`src/rtl/tap_pkg.sv`:
```
package tap_pkg;

  typedef enum logic {
    ACC_LOAD  = 1'b0,
    ACC_STORE = 1'b1
  } acc_kind_e;

  // An execute-stage instruction is a live memory access
  function automatic logic is_mem_access(input logic valid, input logic ld,
                                         input logic st, input logic req);
    return valid & req & (ld | st);
  endfunction

  // The type follows the store control bit alone
  function automatic acc_kind_e kind_of(input logic st);
    return st ? ACC_STORE : ACC_LOAD;
  endfunction

endpackage

```
`src/rtl/tap_addr_ext.sv`:
```
module tap_addr_ext #(
  parameter int VA_W     = 32,
  parameter int PA_W     = 40,
  parameter bit SIGN_EXT = 1'b1
) (
  input  logic [VA_W-1:0] va,
  output logic [PA_W-1:0] pa
);
  localparam int PAD_W = PA_W - VA_W;

  generate
    if (PAD_W <= 0) begin : g_trunc
      assign pa = va[PA_W-1:0];
    end else if (SIGN_EXT) begin : g_sign
      assign pa = {{PAD_W{va[VA_W-1]}}, va};
    end else begin : g_zero
      assign pa = {{PAD_W{1'b0}}, va};
    end
  endgenerate
endmodule

```
`src/rtl/tap_capture.sv`:
```
module tap_capture #(
  parameter int PC_W = 32,
  parameter int PA_W = 40
) (
  input  logic                clk,
  input  logic                rst,
  input  logic                take,
  input  logic                hold,
  input  logic                kill,
  input  logic [PC_W-1:0]     pc_in,
  input  tap_pkg::acc_kind_e  kind_in,
  input  logic [PA_W-1:0]     pa_in,
  output logic                full,
  output logic [PC_W-1:0]     pc_q,
  output tap_pkg::acc_kind_e  kind_q,
  output logic [PA_W-1:0]     pa_q
);
  always_ff @(posedge clk) begin
    if (rst) begin
      full   <= 1'b0;
      pc_q   <= '0;
      kind_q <= tap_pkg::ACC_LOAD;
      pa_q   <= '0;
    end else if (kill) begin
      full <= 1'b0;
    end else if (!hold) begin
      full <= take;
      if (take) begin
        pc_q   <= pc_in;
        kind_q <= kind_in;
        pa_q   <= pa_in;
      end
    end
  end
endmodule

```
`src/rtl/tap_emit.sv`:
```
module tap_emit #(
  parameter int PC_W = 32,
  parameter int PA_W = 40
) (
  input  logic                clk,
  input  logic                rst,
  input  logic                fire,
  input  logic [PC_W-1:0]     pc_in,
  input  tap_pkg::acc_kind_e  kind_in,
  input  logic [PA_W-1:0]     pa_in,
  output logic                en_q,
  output logic [PC_W-1:0]     pc_q,
  output logic                store_q,
  output logic [PA_W-1:0]     pa_q
);
  always_ff @(posedge clk) begin
    if (rst) begin
      en_q    <= 1'b0;
      pc_q    <= '0;
      store_q <= 1'b0;
      pa_q    <= '0;
    end else begin
      en_q <= fire;
      if (fire) begin
        pc_q    <= pc_in;
        store_q <= (kind_in == tap_pkg::ACC_STORE);
        pa_q    <= pa_in;
      end
    end
  end
endmodule

```
`src/rtl/mem_access_tap.sv`:
```
module mem_access_tap #(
  parameter int PC_W     = 32,
  parameter int VA_W     = 32,
  parameter int PA_W     = 40,
  parameter bit SIGN_EXT = 1'b1
) (
  input  logic            clk,
  input  logic            rst,
  input  logic [PC_W-1:0] ex_pc,
  input  logic            ex_valid,
  input  logic            ex_is_load,
  input  logic            ex_is_store,
  input  logic            dc_req,
  input  logic [VA_W-1:0] dc_addr,
  input  logic            pipe_stall,
  input  logic            mem_kill,
  output logic [PC_W-1:0] rec_pc,
  output logic            rec_store,
  output logic [PA_W-1:0] rec_paddr,
  output logic            rec_en
);
  import tap_pkg::*;

  // Named internal events for the checker
  logic               acc_seen;
  logic               stage_full;
  logic               emit_fire;
  logic [PA_W-1:0]    ext_pa;
  acc_kind_e          ex_kind;
  logic [PC_W-1:0]    st_pc;
  acc_kind_e          st_kind;
  logic [PA_W-1:0]    st_pa;

  assign acc_seen  = is_mem_access(ex_valid, ex_is_load, ex_is_store, dc_req);
  assign ex_kind   = kind_of(ex_is_store);
  assign emit_fire = stage_full & ~pipe_stall & ~mem_kill;

  tap_addr_ext #(.VA_W(VA_W), .PA_W(PA_W), .SIGN_EXT(SIGN_EXT)) u_ext (
    .va (dc_addr),
    .pa (ext_pa)
  );

  tap_capture #(.PC_W(PC_W), .PA_W(PA_W)) u_cap (
    .clk     (clk),
    .rst     (rst),
    .take    (acc_seen),
    .hold    (pipe_stall),
    .kill    (mem_kill),
    .pc_in   (ex_pc),
    .kind_in (ex_kind),
    .pa_in   (ext_pa),
    .full    (stage_full),
    .pc_q    (st_pc),
    .kind_q  (st_kind),
    .pa_q    (st_pa)
  );

  tap_emit #(.PC_W(PC_W), .PA_W(PA_W)) u_emit (
    .clk     (clk),
    .rst     (rst),
    .fire    (emit_fire),
    .pc_in   (st_pc),
    .kind_in (st_kind),
    .pa_in   (st_pa),
    .en_q    (rec_en),
    .pc_q    (rec_pc),
    .store_q (rec_store),
    .pa_q    (rec_paddr)
  );
endmodule

```
`config.mk`:
```
export PLATFORM = sky130hd
export DESIGN_NAME = mem_access_tap
export DESIGN_NICKNAME = d
export VERILOG_FILES = /design/src/rtl/tap_pkg.sv /design/src/rtl/tap_addr_ext.sv /design/src/rtl/tap_capture.sv /design/src/rtl/tap_emit.sv /design/src/rtl/mem_access_tap.sv
export SDC_FILE = /design/constraint.sdc
export NUM_CORES = 1
export LEC_CHECK = 0
export ABC_AREA = 1
export BUFFER_PORTS_ARGS = -buffer_cell sky130_fd_sc_hd__buf_2
export CAP_MARGIN = 20
export CORE_ASPECT_RATIO = 0.5
export CORE_UTILIZATION = 35
export CTS_BUF_LIST = sky130_fd_sc_hd__clkbuf_4 sky130_fd_sc_hd__clkbuf_8 sky130_fd_sc_hd__clkbuf_16
export DETAILED_ROUTE_END_ITERATION = 12
export PLACE_DENSITY = 0.54
export REMOVE_ABC_BUFFERS = 1
export SLEW_MARGIN = 20
export SYNTH_ARGS = -nofsm -noshare
export SYNTH_HDL_FRONTEND = slang
export SYNTH_HIERARCHICAL = 1
export SYNTH_SLANG_ARGS = --single-unit
```
`constraint.sdc`:
```
create_clock -name clk -period 1.7 [get_ports clk]
set_input_delay 0.34 -clock clk [delete_from_list [all_inputs] [get_ports clk]]
set_output_delay 0.34 -clock clk [all_outputs]
set_load 0.02 [all_outputs]
```
# Word level (Yosys, flattened, before mapping)
# Cells that the tools add are included.
[totals]
register_bits = 132
in_bits = 72
elab_cells = 18
[op_classes]
n_mux = 1
bitwise = 7
n_reduce_logical = 2
[ops]
columns = ["cell", "n"]
rows = [
  ["1-bit AND", 4],
  ["3-bit AND reduction", 1],
  ["1-bit inverter", 2],
  ["2-bit OR reduction", 1],
  ["1-bit two-way mux", 1],
  ["1-bit OR", 1],
]

# Logic depth before layout (Yosys ltp)
[depth]
word_depth = 3
mapped_depth = 8
mapped_depth_nobuf = 6

# Modules after synthesis
# The synthesis kept the hierarchy.
[modules_own_cells]
columns = ["module", "n_inst", "cells_per_inst", "area_per_inst_um2", "seq_area_each_um2"]
rows = [
  ["tap_capture", 1, 485, 3342.0, 1481.4],
  ["tap_emit", 1, 465, 3052.9, 1481.4],
  ["tap_addr_ext", 1, 40, 300.3, 0.0],
  ["mem_access_tap", 1, 6, 25.0, 0.0],
]

# Worst setup path after synthesis
# No wires, ideal clock.
[synth_timing]
path_type = "in2reg"
start = "in ex_valid"
end = "reg u_cap.pa_q[10]"
setup_time_ns = 0.115
t_arrival_ns = 1.033
slack_ns = 0.552
stages = 7
path_buffers = 2
cell_sequence = "nand2_1 > nor2_1 > buf_2 > buf_2 > nand3_1 > nand2_1 > nor2_1"
[synth_between]
elab_chain_len = 3
[synth_rtl]
columns = ["item", "line_no", "rtl"]
rows = [
  ["from (decl)", "mem_access_tap.sv:10", "input logic ex_valid,"],
  ["1-bit AND (2 in series)", "tap_pkg.sv:11", "return valid & req & (ld | st);"],
  ["net acc_seen", "mem_access_tap.sv:25", "logic acc_seen;"],
  ["3-bit AND reduction (no line)", "-", ""],
  ["to (signal assigned)", "tap_capture.sv:31", "pa_q <= pa_in;"],
  ["to (decl)", "tap_capture.sv:16", "output logic [PA_W-1:0] pa_q"],
]
# The timed path passes the listed nets, and every way through them passes these cells.
# A chain may end at the register's enable or synchronous reset.

# Final worst setup path
[layout_timing]
start = "reg u_emit.pc_q[0]"
end = "out rec_pc[0]"
[layout_rtl]
columns = ["item", "line_no", "rtl"]
rows = [
  ["from (decl)", "tap_emit.sv:12", "output logic [PC_W-1:0] pc_q,"],
  ["from (signal assigned)", "tap_emit.sv:25", "pc_q <= pc_in;"],
  ["to (decl)", "mem_access_tap.sv:17", "output logic [PC_W-1:0] rec_pc,"],
]
# No word-level cell between the ends.

==> impl_metrics.py <==
metrics = {
    "clock_tree": {
        "cts_hold_buffers": 0,
        "cts_buffer_depth": 2,
        "tritoncts": "yes",
        "clk_latency_ns": 0.41,
        "cts_resized": 0,
        "cts_setup_buffers": 0,
        "htreeDepth": 4,
        "clkTransAtPathRegs_ns": 0.06,
        "cts_buffers": 17,
        "cts-root-buf": "clkbuf_16",
        "cts.sinks": 148,
    },
    "timing": {
        "rsz0062_at_grt": "false",
        "setup_viol": 0,
        "min_period_ns": 1.276,
        "setup_ws_ns": 0.4244,
        "hold_slack_ns": 0.1611,
        "final_hold_viol_count": 0,
        "fin_worst_skew_ns": 0.01307,
        "tns_ns": 0,
        "slew_viol_final": 0,
        "fmax_ghz": 0.7840,
        "worst_pin_slew_ns": 0.3688,
        "fin_crit_sh_pct": 75.03,
        "relSlewSlack_pct": 75.38,
    },
    "setup_path": {
        "r2r-start": "u_cap/full",
        "arrival_ns": 0.94,
        "cpPeakStageDelay_ns": 0.36,
        "path_cells": "buf_2",
        "crit_required_ns": 1.36,
        "endpoint": "rec_pc[0]",
        "cp-start-kind": "flop",
        "crit_cells": 1,
        "cp-end-kind": "output port",
        "startpoint": "u_emit/pc_q[0]",
        "r2r-end": "u_emit/pc_q[9]",
        "rrSetupSlack_ns": 0.47,
        "crit_buf_inv": 1,
        "cp_max_fo": 2,
        "cp_top_family": "flip-flops",
        "cpMaxStageDelayCell": "dfxtp_1",
        "path_class": "flop to output port",
        "rr_worst_depth": 6,
    },
    "placed_design": {
        "dpl_cell_area_sq_um": 7272,
        "place_congestion": 0.7343,
        "post-place-cells": 1313,
        "place_worst_setup_slack_ns": 0.2673,
        "dp_hpwl_mm": 9.238,
        "numPortBuffers": 145,
    },
    "floorplanning": {
        "rows": 35,
        "dieHeight_um": 99.98,
        "coreArea_sq_um": 18610,
        "ios": 146,
        "initial_utilization_pct": 36.11,
        "die_x_um": 198.0,
        "dieArea_sq_um": 19790,
    },
    "cells_and_area": {
        "diodes": 0,
        "fin_area_sq_um": 7906,
        "fill_cells": 2042,
        "fin_cells": 1345,
        "layout.area.seq_sq_um": 2963,
        "syn2layout_area_growth_pct": 17.65,
        "drive_gt1_share_pct": 18.23,
        "layout.nets": 1145,
        "layout_commonest_cell": "nor2_1",
        "final_cell_mix": "nor2_1, nand2_1, inv_1",
        "multi_input_area_sq_um": 2442,
    },
    "detailed_routing": {
        "drtIter0Drc": 162,
        "viasPerCell": 4.225,
        "drc": 0,
        "vias": 5683,
        "wl_per_cell_um": 10.80,
        "wl_mm": 14.53,
        "drt_first_pass_iters": 6,
        "detail-route-antenna-nets": 0,
    },
    "logic_synthesis": {
        "syn_inst": 996,
        "ys_ff_latch": 148,
        "ys_seq_area_share_pct": 44.09,
        "synth-adder-area-share_pct": 0,
        "synth-compound-area-share_pct": 5.511,
        "synthSimpleGateAreaFrac_pct": 30.65,
        "synth_area_per_cell_sq_um": 6.747,
        "yosysWarnings": 6,
        "ys_types": 15,
        "synth_xor_area_share_pct": 0,
        "synth_top_family_by_area": "simple AND/OR/NAND/NOR gates",
        "synth.cell_area_sq_um": 6720,
        "synth.area.mux_share_pct": 0,
    },
    "global_routing": {
        "antenna_found_initial": 0,
        "globalRoute.totalOverflow": 0,
        "grt_use_total_pct": 15.37,
        "grt_max_degree": 66,
        "grt_pass1_vias": 5162,
        "grt_pass1_wl_mm": 24.50,
    },
    "power": {
        "p_int_w": 0.006301,
        "comb_power_share_pct": 7.3,
        "p_sw_w": 0.001884,
        "p_per_area_nw_per_um2": 1035,
        "power_leakage_nw": 3.729,
        "swShare_pct": 23.02,
        "clkPwrFrac_pct": 49.2,
        "peakVddDrop_uv": 692.4,
        "sequentialPowerShare_pct": 43.5,
    },
    "worst_hold_path": {
        "hold_class": "input pin to flop",
        "min_path_cells": 2,
        "hold_path_startpoint": "rst",
    },
    "flow_run": {
        "maxCapViolations": 0,
    },
    "run_status": {
        "status": "completed",
    },
}
## final cells by class
cell class                 count  area share (%)
inverter                     151           7.169
clock buffer                  20           5.745
tap                          259           4.099
multi-input combinational    595           30.89
sequential                   148           37.47
timing repair buffer         160           12.34
clock inverter                12           2.279
## metrics by stage
step | power [W] | utilization (%)
floorplan | 0.003989 | -
global placement | 0.004240 | 39.07
detailed placement | 0.004244 | 39.07
CTS | 0.008331 | 42.48
global route | 0.008564 | 42.48
finish | 0.008185 | 42.48
## cell usage after synthesis
| master | instances | area [sq um] |
|---|---|---|
| buf_6 | 22 | 247.7 |
| or2_2 | 1 | 6.260 |
| nand3_1 | 73 | 365.4 |
| buf_1 | 7 | 26.28 |
| inv_2 | 2 | 7.510 |
| buf_4 | 49 | 367.9 |
| dfxtp_1 | 148 | 2963 |
| a21oi_1 | 74 | 370.4 |
| nand2_1 | 221 | 829.6 |
| inv_1 | 149 | 559.3 |
| clkbuf_1 | 1 | 3.750 |
| nor2_2 | 1 | 6.260 |
| nor2_4 | 1 | 11.26 |
| buf_2 | 23 | 115.1 |
| nor2_1 | 224 | 840.8 |
## state kept, by name, indices dropped and copies added (netlist names)
signal and flops:
u_cap/pc_q 32, u_cap/pa_q 40, u_cap/full 1, u_cap/kind_q 1, u_emit/en_q 1, u_emit/pa_q 40
u_emit/pc_q 32, u_emit/store_q 1
## worst min-delay path by stage
stage / slack, ns / to
floorplan: 0.41 / u_emit/en_q
CTS: 0.14 / u_emit/en_q
global route: 0.15 / u_emit/en_q
global placement: 0.45 / u_emit/pc_q[7]
finish: 0.16 / u_emit/en_q
detailed placement: 0.46 / u_emit/pa_q[28]
## power groups by stage
stage	logic (W)	clock network, W	registers (W)
6_report	0.000594	0.00403	0.00356
5_1_grt	0.000679	0.00432	0.00357
4_1_cts	0.000605	0.00416	0.00356
3_5_place_dp	0.000605	0	0.00364
3_3_place_gp	0.000602	0	0.00364
2_1_floorplan	0.000341	0	0.00365
## per-layer routing
layer	track usage [%]	routed length (um)
met3	3.159	367
met2	27.06	7006
met5	0	0
met1	19.07	7058
met4	4.472	99
## logic make-up (layout without fill, tap and decap cells)
group,after synthesis,after routing
and+or+nand+nor,521,521
AOI/OAI and AO/OA,74,74
DFF,148,148
buffers and inverters,253,343
Power figures use the tool's default switching activity.
